## src/rtl/burst_pkg.sv

```systemverilog
package burst_pkg;

  typedef enum logic [1:0] {
    BL_TWO   = 2'd0,
    BL_FOUR  = 2'd1,
    BL_EIGHT = 2'd2,
    BL_PAGE  = 2'd3
  } blen_e;

  // log2 of the aligned block size; 0 marks the open-ended page mode
  function automatic int unsigned span_log2(blen_e code);
    case (code)
      BL_TWO:   return 1;
      BL_FOUR:  return 2;
      BL_EIGHT: return 3;
      default:  return 0;
    endcase
  endfunction

endpackage

```

## src/rtl/burst_addr_calc.sv

```systemverilog
module burst_addr_calc
  import burst_pkg::*;
#(
  parameter int COL_W = 10
) (
  input  logic [COL_W-1:0] base_i,
  input  logic [COL_W-1:0] idx_i,
  input  blen_e            len_i,
  input  logic             ilv_i,
  output logic [COL_W-1:0] col_o,
  output logic [COL_W-1:0] blk_mask_o
);

  // mask of the bits that move inside one burst
  function automatic logic [COL_W-1:0] move_mask(blen_e code);
    if (code == BL_PAGE) return '1;
    return (COL_W'(1) << span_log2(code)) - COL_W'(1);
  endfunction

  // fixed high bits of base, moving low bits from add or XOR
  function automatic logic [COL_W-1:0] form_col(
    logic [COL_W-1:0] base,
    logic [COL_W-1:0] idx,
    logic [COL_W-1:0] m,
    logic             xor_order
  );
    logic [COL_W-1:0] off;
    off = xor_order ? (base ^ idx) : (base + idx);
    return (base & ~m) | (off & m);
  endfunction

  always_comb begin
    blk_mask_o = move_mask(len_i);
    col_o      = form_col(base_i, idx_i, blk_mask_o, ilv_i && (len_i != BL_PAGE));
  end

endmodule

```

## src/rtl/burst_beat_ctrl.sv

```systemverilog
module burst_beat_ctrl
  import burst_pkg::*;
#(
  parameter int COL_W = 10
) (
  input  logic             clk,
  input  logic             rst_n,
  input  logic             start_i,
  input  logic [COL_W-1:0] start_col_i,
  input  blen_e            len_i,
  input  logic             ilv_i,
  input  logic             stop_i,
  output logic             active_o,
  output logic [COL_W-1:0] base_o,
  output logic [COL_W-1:0] idx_o,
  output blen_e            len_o,
  output logic             ilv_o,
  output logic             last_o,
  output logic             err_o
);

  logic             active_q;
  logic [COL_W-1:0] base_q;
  logic [COL_W-1:0] idx_q;
  blen_e            len_q;
  logic             ilv_q;
  logic             err_q;

  // named events, visible to the assertions
  logic             ev_illegal;
  logic             ev_launch;
  logic             ev_finish;
  logic             ev_halt;
  logic [COL_W-1:0] term_idx;

  always_comb begin
    term_idx   = (COL_W'(1) << span_log2(len_q)) - COL_W'(1);
    ev_illegal = start_i && (len_i == BL_PAGE) && ilv_i;
    ev_launch  = start_i && !ev_illegal;
    last_o     = active_q && (len_q != BL_PAGE) && (idx_q == term_idx);
    ev_finish  = !start_i && last_o;
    ev_halt    = active_q && !start_i && stop_i && !ev_finish;
  end

  always_ff @(posedge clk) begin
    if (!rst_n) begin
      active_q <= 1'b0;
      base_q   <= '0;
      idx_q    <= '0;
      len_q    <= BL_TWO;
      ilv_q    <= 1'b0;
      err_q    <= 1'b0;
    end else begin
      err_q <= ev_illegal;
      if (ev_launch) begin
        active_q <= 1'b1;
        base_q   <= start_col_i;
        idx_q    <= '0;
        len_q    <= len_i;
        ilv_q    <= ilv_i;
      end else if (ev_illegal || ev_finish || ev_halt) begin
        active_q <= 1'b0;
      end else if (active_q) begin
        idx_q <= idx_q + COL_W'(1);
      end
    end
  end

  assign active_o = active_q;
  assign base_o   = base_q;
  assign idx_o    = idx_q;
  assign len_o    = len_q;
  assign ilv_o    = ilv_q;
  assign err_o    = err_q;

  AST_ERR_NO_BEAT: assert property (@(posedge clk) disable iff (!rst_n)
    err_o |-> !active_o);
  AST_ERR_ONE_CYCLE: assert property (@(posedge clk) disable iff (!rst_n)
    (err_o && !ev_illegal) |=> !err_o);
  AST_LAST_ENDS: assert property (@(posedge clk) disable iff (!rst_n)
    (last_o && !start_i) |=> !active_o);
  AST_STOP_ENDS: assert property (@(posedge clk) disable iff (!rst_n)
    (active_o && stop_i && !start_i) |=> !active_o);
  AST_START_WINS: assert property (@(posedge clk) disable iff (!rst_n)
    (ev_launch && stop_i) |=> (active_o && idx_o == '0));

endmodule

```

## src/rtl/burst_col_gen.sv

```systemverilog
module burst_col_gen
  import burst_pkg::*;
#(
  parameter int COL_W = 10
) (
  input  logic             clk,
  input  logic             rst_n,
  input  logic             start_i,
  input  logic [COL_W-1:0] start_col_i,
  input  logic [1:0]       len_i,
  input  logic             ilv_i,
  input  logic             stop_i,
  output logic [COL_W-1:0] col_o,
  output logic             beat_vld_o,
  output logic             beat_last_o,
  output logic             err_o
);

  initial begin
    if (COL_W < 3) $error("COL_W must hold an eight-beat block");
  end

  logic [COL_W-1:0] base_w;
  logic [COL_W-1:0] idx_w;
  blen_e            len_w;
  logic             ilv_w;
  logic [COL_W-1:0] blk_mask_w;
  logic             page_w;

  burst_beat_ctrl #(.COL_W(COL_W)) u_ctrl (
    .clk         (clk),
    .rst_n       (rst_n),
    .start_i     (start_i),
    .start_col_i (start_col_i),
    .len_i       (blen_e'(len_i)),
    .ilv_i       (ilv_i),
    .stop_i      (stop_i),
    .active_o    (beat_vld_o),
    .base_o      (base_w),
    .idx_o       (idx_w),
    .len_o       (len_w),
    .ilv_o       (ilv_w),
    .last_o      (beat_last_o),
    .err_o       (err_o)
  );

  burst_addr_calc #(.COL_W(COL_W)) u_calc (
    .base_i     (base_w),
    .idx_i      (idx_w),
    .len_i      (len_w),
    .ilv_i      (ilv_w),
    .col_o      (col_o),
    .blk_mask_o (blk_mask_w)
  );

  assign page_w = beat_vld_o && (len_w == BL_PAGE);

  AST_FIRST_BEAT: assert property (@(posedge clk) disable iff (!rst_n)
    (start_i && !(len_i == 2'd3 && ilv_i)) |=> (beat_vld_o && col_o == $past(start_col_i)));
  AST_BLOCK_HELD: assert property (@(posedge clk) disable iff (!rst_n)
    (beat_vld_o && !page_w && !beat_last_o && !start_i && !stop_i)
      |=> ((col_o & ~blk_mask_w) == ($past(col_o) & ~$past(blk_mask_w))));
  AST_PAGE_STEP: assert property (@(posedge clk) disable iff (!rst_n)
    (page_w && !start_i && !stop_i) |=> (col_o == $past(col_o) + COL_W'(1)));
  AST_LAST_QUALIFIED: assert property (@(posedge clk) disable iff (!rst_n)
    beat_last_o |-> (beat_vld_o && !page_w));

endmodule

```

## config.mk

```make
export PLATFORM = sky130hd
export DESIGN_NAME = burst_col_gen
export DESIGN_NICKNAME = d
export VERILOG_FILES = /design/src/rtl/burst_pkg.sv /design/src/rtl/burst_addr_calc.sv /design/src/rtl/burst_beat_ctrl.sv /design/src/rtl/burst_col_gen.sv
export SDC_FILE = /design/constraint.sdc
export NUM_CORES = 1
export LEC_CHECK = 0
export BUFFER_PORTS_ARGS = -buffer_cell sky130_fd_sc_hd__buf_2
export CAP_MARGIN = 40
export CORE_ASPECT_RATIO = 2
export CORE_UTILIZATION = 56
export DETAILED_ROUTE_END_ITERATION = 12
export PLACE_DENSITY = 0.75
export SLEW_MARGIN = 20
export SYNTH_ARGS = -nofsm -noshare
export SYNTH_HDL_FRONTEND = slang
export SYNTH_SLANG_ARGS = --single-unit
```

## constraint.sdc

```tcl
create_clock -name clk -period 2.7 [get_ports clk]
set_clock_uncertainty 0.15 [all_clocks]
set_input_delay 0.54 -clock clk [delete_from_list [all_inputs] [get_ports clk]]
set_output_delay 0.54 -clock clk [all_outputs]
set_load 0.01 [all_outputs]
```

==> impl_results.md, run 1 <==
* Syn. warnings at 0
* XOR/XNOR share of the synthesized area at 3.42%
* Crit path DAT at 2.10 ns
* Antenna viol nets, final at 0
* Worst hold path type: flop to flop
* Crit-path cells: ha_4 > fa_2 > a21oi_2 > o21ai_2 > a211o_1 > a21oi_1 > nand3b_1 > buf_2
* Mapped Cells at 236
* Final setup fails at 3
* CTS Buffer Depth at 2
* Hold Fails Final Rpt at 0
* DR iter-0 viols at 65
* Synth top area cells: dfxtp_1, ha_1, nand2_1
* WHS at 0.347 ns
* Critical Path RT at 2.01 ns
* Ys async rst share at 0%
* Synth area leader: dfxtp_1
* Multiplexer share of the synthesized area at 2.79%
* Share of layout cells above drive strength 1 at 30.2%
* Detailed-route via count at 1904
* Die height at 82.1 um
* Leak pwr at 0.953 nW
* Final Cycle Share at 103%
* Largest family of logic cells by synthesized area: simple AND/OR/NAND/NOR gates
* Clock Power Share at 28.6%
* HP Start: u_ctrl.base_o[6]
* Maxcap violations at 0
* Slowest stage delay, CP at 0.38 ns
* Setup WS post-layout at -0.0862 ns
* Vias per cell at 6.12
* Synth Area in Compound Gates at 25.2%
* Crit Path Class: flop to output pin
* Adder-cell area share of the yosys netlist at 11.6%
* R2R setup slack at 0.56 ns
* GRT overflow at 0
* Drt wl/cell at 16.2 um
* DRT Pass-1 Iters at 4
* Dpl cells at 302
* TritonCTS clock tree: yes
* FMAX at 0.359 GHz
* PD cells at 345 nW/um^2
* GRT Total Usage at 28.7%
* Syn avg cell area at 7.60 sq um
* Simple-gate share of the synthesized area at 25.5%
* Final WL at 5.03 mm
* First-pass GRT wire length at 7.59 mm
* ANT cells at 0
* Failing checks: negative setup slack
* Max IR drop VDD at 365 uV
* Utilization after layout at 75.5%
* Crit path capture type: output pin
* Syn Nets at 269
* Ports at 30
* Min Clock Period, post-route at 2.79 ns
* Routability cong. at 0.894
* Synthesized area at 1790 sq um
* Worst-path clk slew at 0.09 ns
* Most frequent cells after synthesis: nand2_1, dfxtp_1, nor2_1
* Post-synth top area share at 27.9%
* Hold Crit Depth at 2
* Initial Util at 59.6%
* Ys flop type: dfxtp_1
* Crit path max fanout at 2
* Number of library cell types mapped by synthesis at 43
* Sequential power share at 50.7%
* Comb pwr share at 20.7%
* Status: finished with violations
* Top-count cell post-synth: nand2_1
* Clk root buf: clkbuf_8
* Die Span X at 42.0 um
* Clock Latency Late Sink at 0.27 ns
* Initial antenna violation count at 0
* CTS Hold Bufs at 0
* Switching share of total power at 28.7%
* Switching Power at 226 uW
* Pint at 561 uW
* RSZ-0062 raised after global routing: true
* Core Footprint at 3010 sq um
* EDFF count, synth at 0
* Post-synthesis sequential area ratio at 27.9%
* FF-to-FF Start: u_ctrl.len_o[0]
* H-tree depth at 1
* DRC errors left at 0
* Final Max Slew Viols at 0
* Die area at 3450 sq um
* Yosys reg bits at 25
* Reg2Reg Depth at 7
* TritonCTS Sinks at 25
* Area grow syn2layout at 26.8%
* Vias in the first global route at 1716
* Critical-path top delay cell: fa_2
* FF-to-FF End: u_ctrl.idx_o[4]
* Num CTS Buffers at 3
* Fill cells at 242
* # rows at 28
* Non-Filler Instances at 311
* PortBufs at 29
* DP Wirelength at 3.48 mm
* Fin nets at 315
* Slew HR at 52.4%
* Startpoint types: flop
* Pin count of the biggest net entering global routing at 21
* Hold EP: u_ctrl.base_o[6]
* Slew @ Worst Pin at 0.712 ns
cell usage in the layout (no fill, tap or decap), drive strengths merged, types with 6 or more instances in the layout:
master and count:
o21ai 15, ha 15, nand3 12, xnor2 6
dfxtp 25, nor2 24, inv 9, buf 49
nand2 29, a21boi 12, a21oi 21
final cells by class:
class | count | area, sq um | area share [%]
well taps | 30 | 37.5 | 1.65
repair buffers | 49 | 295 | 13.0
flip-flops and latches | 25 | 513 | 22.5
clock buffers | 4 | 45.0 | 1.98
multi-input cells | 194 | 1350 | 59.4
inverters | 9 | 33.8 | 1.48
routing by layer:
metal	global-route usage, %	part of all wire (%)
met1	28.5	38
met2	59.2	57
met3	2.42	3.1
met4	10.9	1.6
met5	0	0
critical path: cells and delay by family (launching register included):
family | cells | cell delay, ns
AO/OA/AOI/OAI | 4 | 0.71
adder cells (fa/ha/maj) | 2 | 0.54
flip-flops | 1 | 0.34
buffers and inverters | 1 | 0.12
AND/OR/NAND/NOR | 1 | 0.11
registers in the layout, indices dropped and copies added (netlist names):
signal	flops
u_ctrl.active_o	1
u_ctrl.idx_o	10
u_ctrl.base_o	10
u_ctrl.ilv_o	1
u_ctrl.err_o	1
u_ctrl.len_o	2
metrics by stage:
stage / power [mW] / worst slack (ns) / instance area (sq um) / setup TNS (ns)
2_1_floorplan: 0.494 / 0.223 / 1790 / 0
3_3_place_gp: 0.552 / 0.0976 / 2060 / 0
3_5_place_dp: 0.554 / 0.0624 / 2060 / 0
4_1_cts: 0.782 / -0.0701 / 2200 / -0.0701
5_1_grt: 0.817 / -0.181 / 2280 / -0.544
6_report: 0.786 / -0.0862 / 2280 / -0.170
kinds of logic after synthesis:
kind of cell | Yosys count
fa+ha+maj | 16
flops | 25
xor+xnor | 7
mux | 5
buf+inv | 17
compound gates | 71
simple gates | 95
timing repair:
action | in CTS | in global routing
resized for setup | 23 | 11
pin swaps | 8 | 5
setup endpoints to repair | 4 | 6
setup buffers | 2 | 3
worst max path at each step:
stage	start	slack, ns	depth (start not counted)	endpoint
6_report	u_ctrl.idx_o[0]	-0.09	8	col_o[8]
3_5_place_dp	u_ctrl.base_o[0]	0.06	8	col_o[8]
5_1_grt	u_ctrl.idx_o[0]	-0.18	8	col_o[8]
4_1_cts	u_ctrl.idx_o[0]	-0.07	8	col_o[8]
3_3_place_gp	u_ctrl.base_o[1]	0.1	7	col_o[9]
2_1_floorplan	u_ctrl.idx_o[0]	0.22	7	col_o[8]
power groups by stage:
stage          clock network (mW)  registers, mW  logic [mW]
6_report                    0.225          0.399       0.162
3_3_place_gp                    0          0.403       0.148
5_1_grt                     0.237          0.400       0.180
2_1_floorplan                   0          0.401      0.0927
4_1_cts                     0.230          0.397       0.155
3_5_place_dp                    0          0.404       0.150
Note: power is estimated with default switching activity, not from simulation.
==> run 2: changes to the inputs <==
--- a/config.mk
+++ b/config.mk
@@ -8,9 +8,9 @@
 export BUFFER_PORTS_ARGS = -buffer_cell sky130_fd_sc_hd__buf_2
 export CAP_MARGIN = 40
 export CORE_ASPECT_RATIO = 2
-export CORE_UTILIZATION = 56
+export CORE_UTILIZATION = 35
 export DETAILED_ROUTE_END_ITERATION = 12
-export PLACE_DENSITY = 0.75
+export PLACE_DENSITY = 0.5
 export SLEW_MARGIN = 20
 export SYNTH_ARGS = -nofsm -noshare
 export SYNTH_HDL_FRONTEND = slang
==> constraint.sdc (replaced) <==
create_clock -name clk -period 2.9 [get_ports clk]
set_clock_uncertainty 0.15 [all_clocks]
set_input_delay 0.58 -clock clk [delete_from_list [all_inputs] [get_ports clk]]
set_output_delay 0.58 -clock clk [all_outputs]
set_load 0.01 [all_outputs]
==> impl_results.md, run 2 (same netlist as run 1, synthesis figures left out) <==
* Hold Fails Final Rpt at 0 (unchanged)
* Ports at 30 (unchanged)
* TritonCTS Sinks at 25 (unchanged)
* Die area at 5430 sq um (+58%)
* DP Wirelength at 3.92 mm (+13%)
* CTS Hold Bufs at 0 (unchanged)
* Worst hold path type: flop to flop
* Dpl cells at 325 (+7.6%)
* ANT cells at 0 (unchanged)
* Routability cong. at 0.898 (+0.41%)
* Final Cycle Share at 98.0%
* Die height at 103 um (+26%)
* PD cells at 336 nW/um^2 (-2.7%)
* Crit-path cells: ha_1 > o21a_1 > o21a_1 > and3_1 > o31ai_2 > xnor2_1 > buf_2
* # rows at 36 (+29%)
* PortBufs at 29 (unchanged)
* Max IR drop VDD at 201 uV (-45%)
* RSZ-0062 raised after global routing: true
* Crit path DAT at 2.11 ns (about the same)
* Crit Path Class: flop to output pin
* Drt wl/cell at 15.9 um (-1.4%)
* Worst path most repeated cell: o21a_1
* Reg area at 505 sq um (-1.5%)
* Final WL at 5.26 mm (+4.6%)
* Non-Filler Instances at 330 (+6.1%)
* Fin nets at 307 (-2.5%)
* Critical-path top delay cell: dfxtp_1
* First-pass GRT wire length at 8.39 mm (+11%)
* Vias in the first global route at 1747 (+1.8%)
* Crit path max fanout at 3 (+1)
* Fin Setup TNS at 0 ns (+0.170 ns)
* Antenna viol nets, final at 0 (unchanged)
* Worst-path clk slew at 0.10 ns (about the same)
* Detailed-route via count at 1800 (-5.5%)
* Utilization after layout at 44.1% (-31 points)
* Maxcap violations at 0 (unchanged)
* Fill cells at 531 (+120%)
* Setup WS post-layout at 0.0568 ns (+0.143 ns)
* Status: finished, final reports clean
* Leak pwr at 0.927 nW (-2.8%)
* TritonCTS clock tree: yes
* Slew HR at 49.9% (-2.5 points)
* DRC errors left at 0 (unchanged)
* Slowest stage delay, CP at 0.34 ns (-0.04 ns)
* Initial antenna violation count at 0 (unchanged)
* Most frequent cells in the layout: nand2_1, buf_2, nor2_1, dfxtp_1, a21oi_1
* Clk root buf: clkbuf_8
* Area grow syn2layout at 20.6%
* Vias per cell at 5.45 (-11%)
* Num CTS Buffers at 3 (unchanged)
* Final setup fails at 0 (-3)
* Final Max Slew Viols at 0 (unchanged)
* Clock Latency Late Sink at 0.27 ns (about the same)
* GRT overflow at 0 (unchanged)
* Critical Path RT at 2.17 ns (+0.16 ns)
* Setup WS pre-CTS at 0.109 ns (+0.0467 ns)
* Die Span X at 52.6 um (+25%)
* Share of layout cells above drive strength 1 at 22.0% (-8.3 points)
* DR iter-0 viols at 48 (-26%)
* GRT Total Usage at 21.1% (-7.6 points)
* Initial Util at 36.5% (-23 points)
* Multi-input logic area at 1270 sq um (-5.8%)
* Core Footprint at 4910 sq um (+63%)
* Min Clock Period, post-route at 2.84 ns
* Startpoint types: flop
* DRT Pass-1 Iters at 4 (unchanged)
* Pin count of the biggest net entering global routing at 22 (+4.8%)
* Pwr Total at 727 uW (-7.5%)
* Crit path capture type: output pin
* FMAX at 0.352 GHz
* Slew @ Worst Pin at 0.749 ns (+0.0376 ns)
* H-tree depth at 1 (unchanged)
* CTS Buffer Depth at 2 (unchanged)
[run 2: changes by cell type in the layout (fill, tap and decap cells not counted), moves of 2 or more]
cell / before / now
ha_1: 7 / 14
dfxtp_1: 15 / 23
ha_2: 2 / 0
buf_4: 20 / 12
ha_4: 6 / 1
dfxtp_2: 10 / 1
[run 2: final timing paths]
| path | startpoint | to | slack [ns] | cells past startpoint |
|---|---|---|---|---|
| max | u_ctrl.base_o[4] | col_o[9] | 0.06 | 7 |
| min | u_ctrl.base_o[9] | u_ctrl.base_o[9] | 0.34 | 2 |
| max reg2reg | u_ctrl.len_o[1] | u_ctrl.idx_o[8] | 0.80 | 7 |
| min reg2reg | u_ctrl.base_o[9] | u_ctrl.base_o[9] | 0.34 | 2 |
[run 2: per-layer routing]
| layer | part of all wire [%] | track usage [%] |
|---|---|---|
| met3 | 2.1 | 1.32 |
| met4 | 2.5 | 7.89 |
| met1 | 41 | 23.1 |
| met2 | 54 | 40.4 |
| met5 | 0 | 0 |
[run 2: worst max-delay path: cells and delay by family (launching register included)]
family,cells,cell delay (ns)
compound gates,3,0.70
flops,1,0.34
fa+ha+maj,1,0.34
simple gates,1,0.18
xor+xnor,1,0.15
buf+inv,1,0.14
[run 2: cell type report]
type	instances	share of cell area, %
clock buffer	3	1.91
clock inverter	1	0.231
inverter	9	1.56
multi-input combinational	194	58.8
sequential	25	23.4
tap	57	3.29
timing repair buffer	41	10.9
[run 2: repair_timing]
item / CTS / global route
pin swaps: 0 / 3
buffers inserted: 0 / 1
setup endpoints to repair: 4 / 4
gates resized for setup: 9 / 6
[run 2: power by group]
group          internal [mW]  switching, mW
registers              0.356         0.0134
logic                 0.0595         0.0830
clock network         0.0963          0.120
[run 2: through the flow]
| stage | cell area, sq um | hold slack, ns |
|---|---|---|
| final | 2160 | 0.338 |
| after global routing | 2160 | 0.361 |
| after CTS | 2130 | 0.332 |
| after detailed placement | 2060 | 0.314 |
| after global placement | 2060 | 0.317 |
| after floorplan | 1790 | 0.298 |
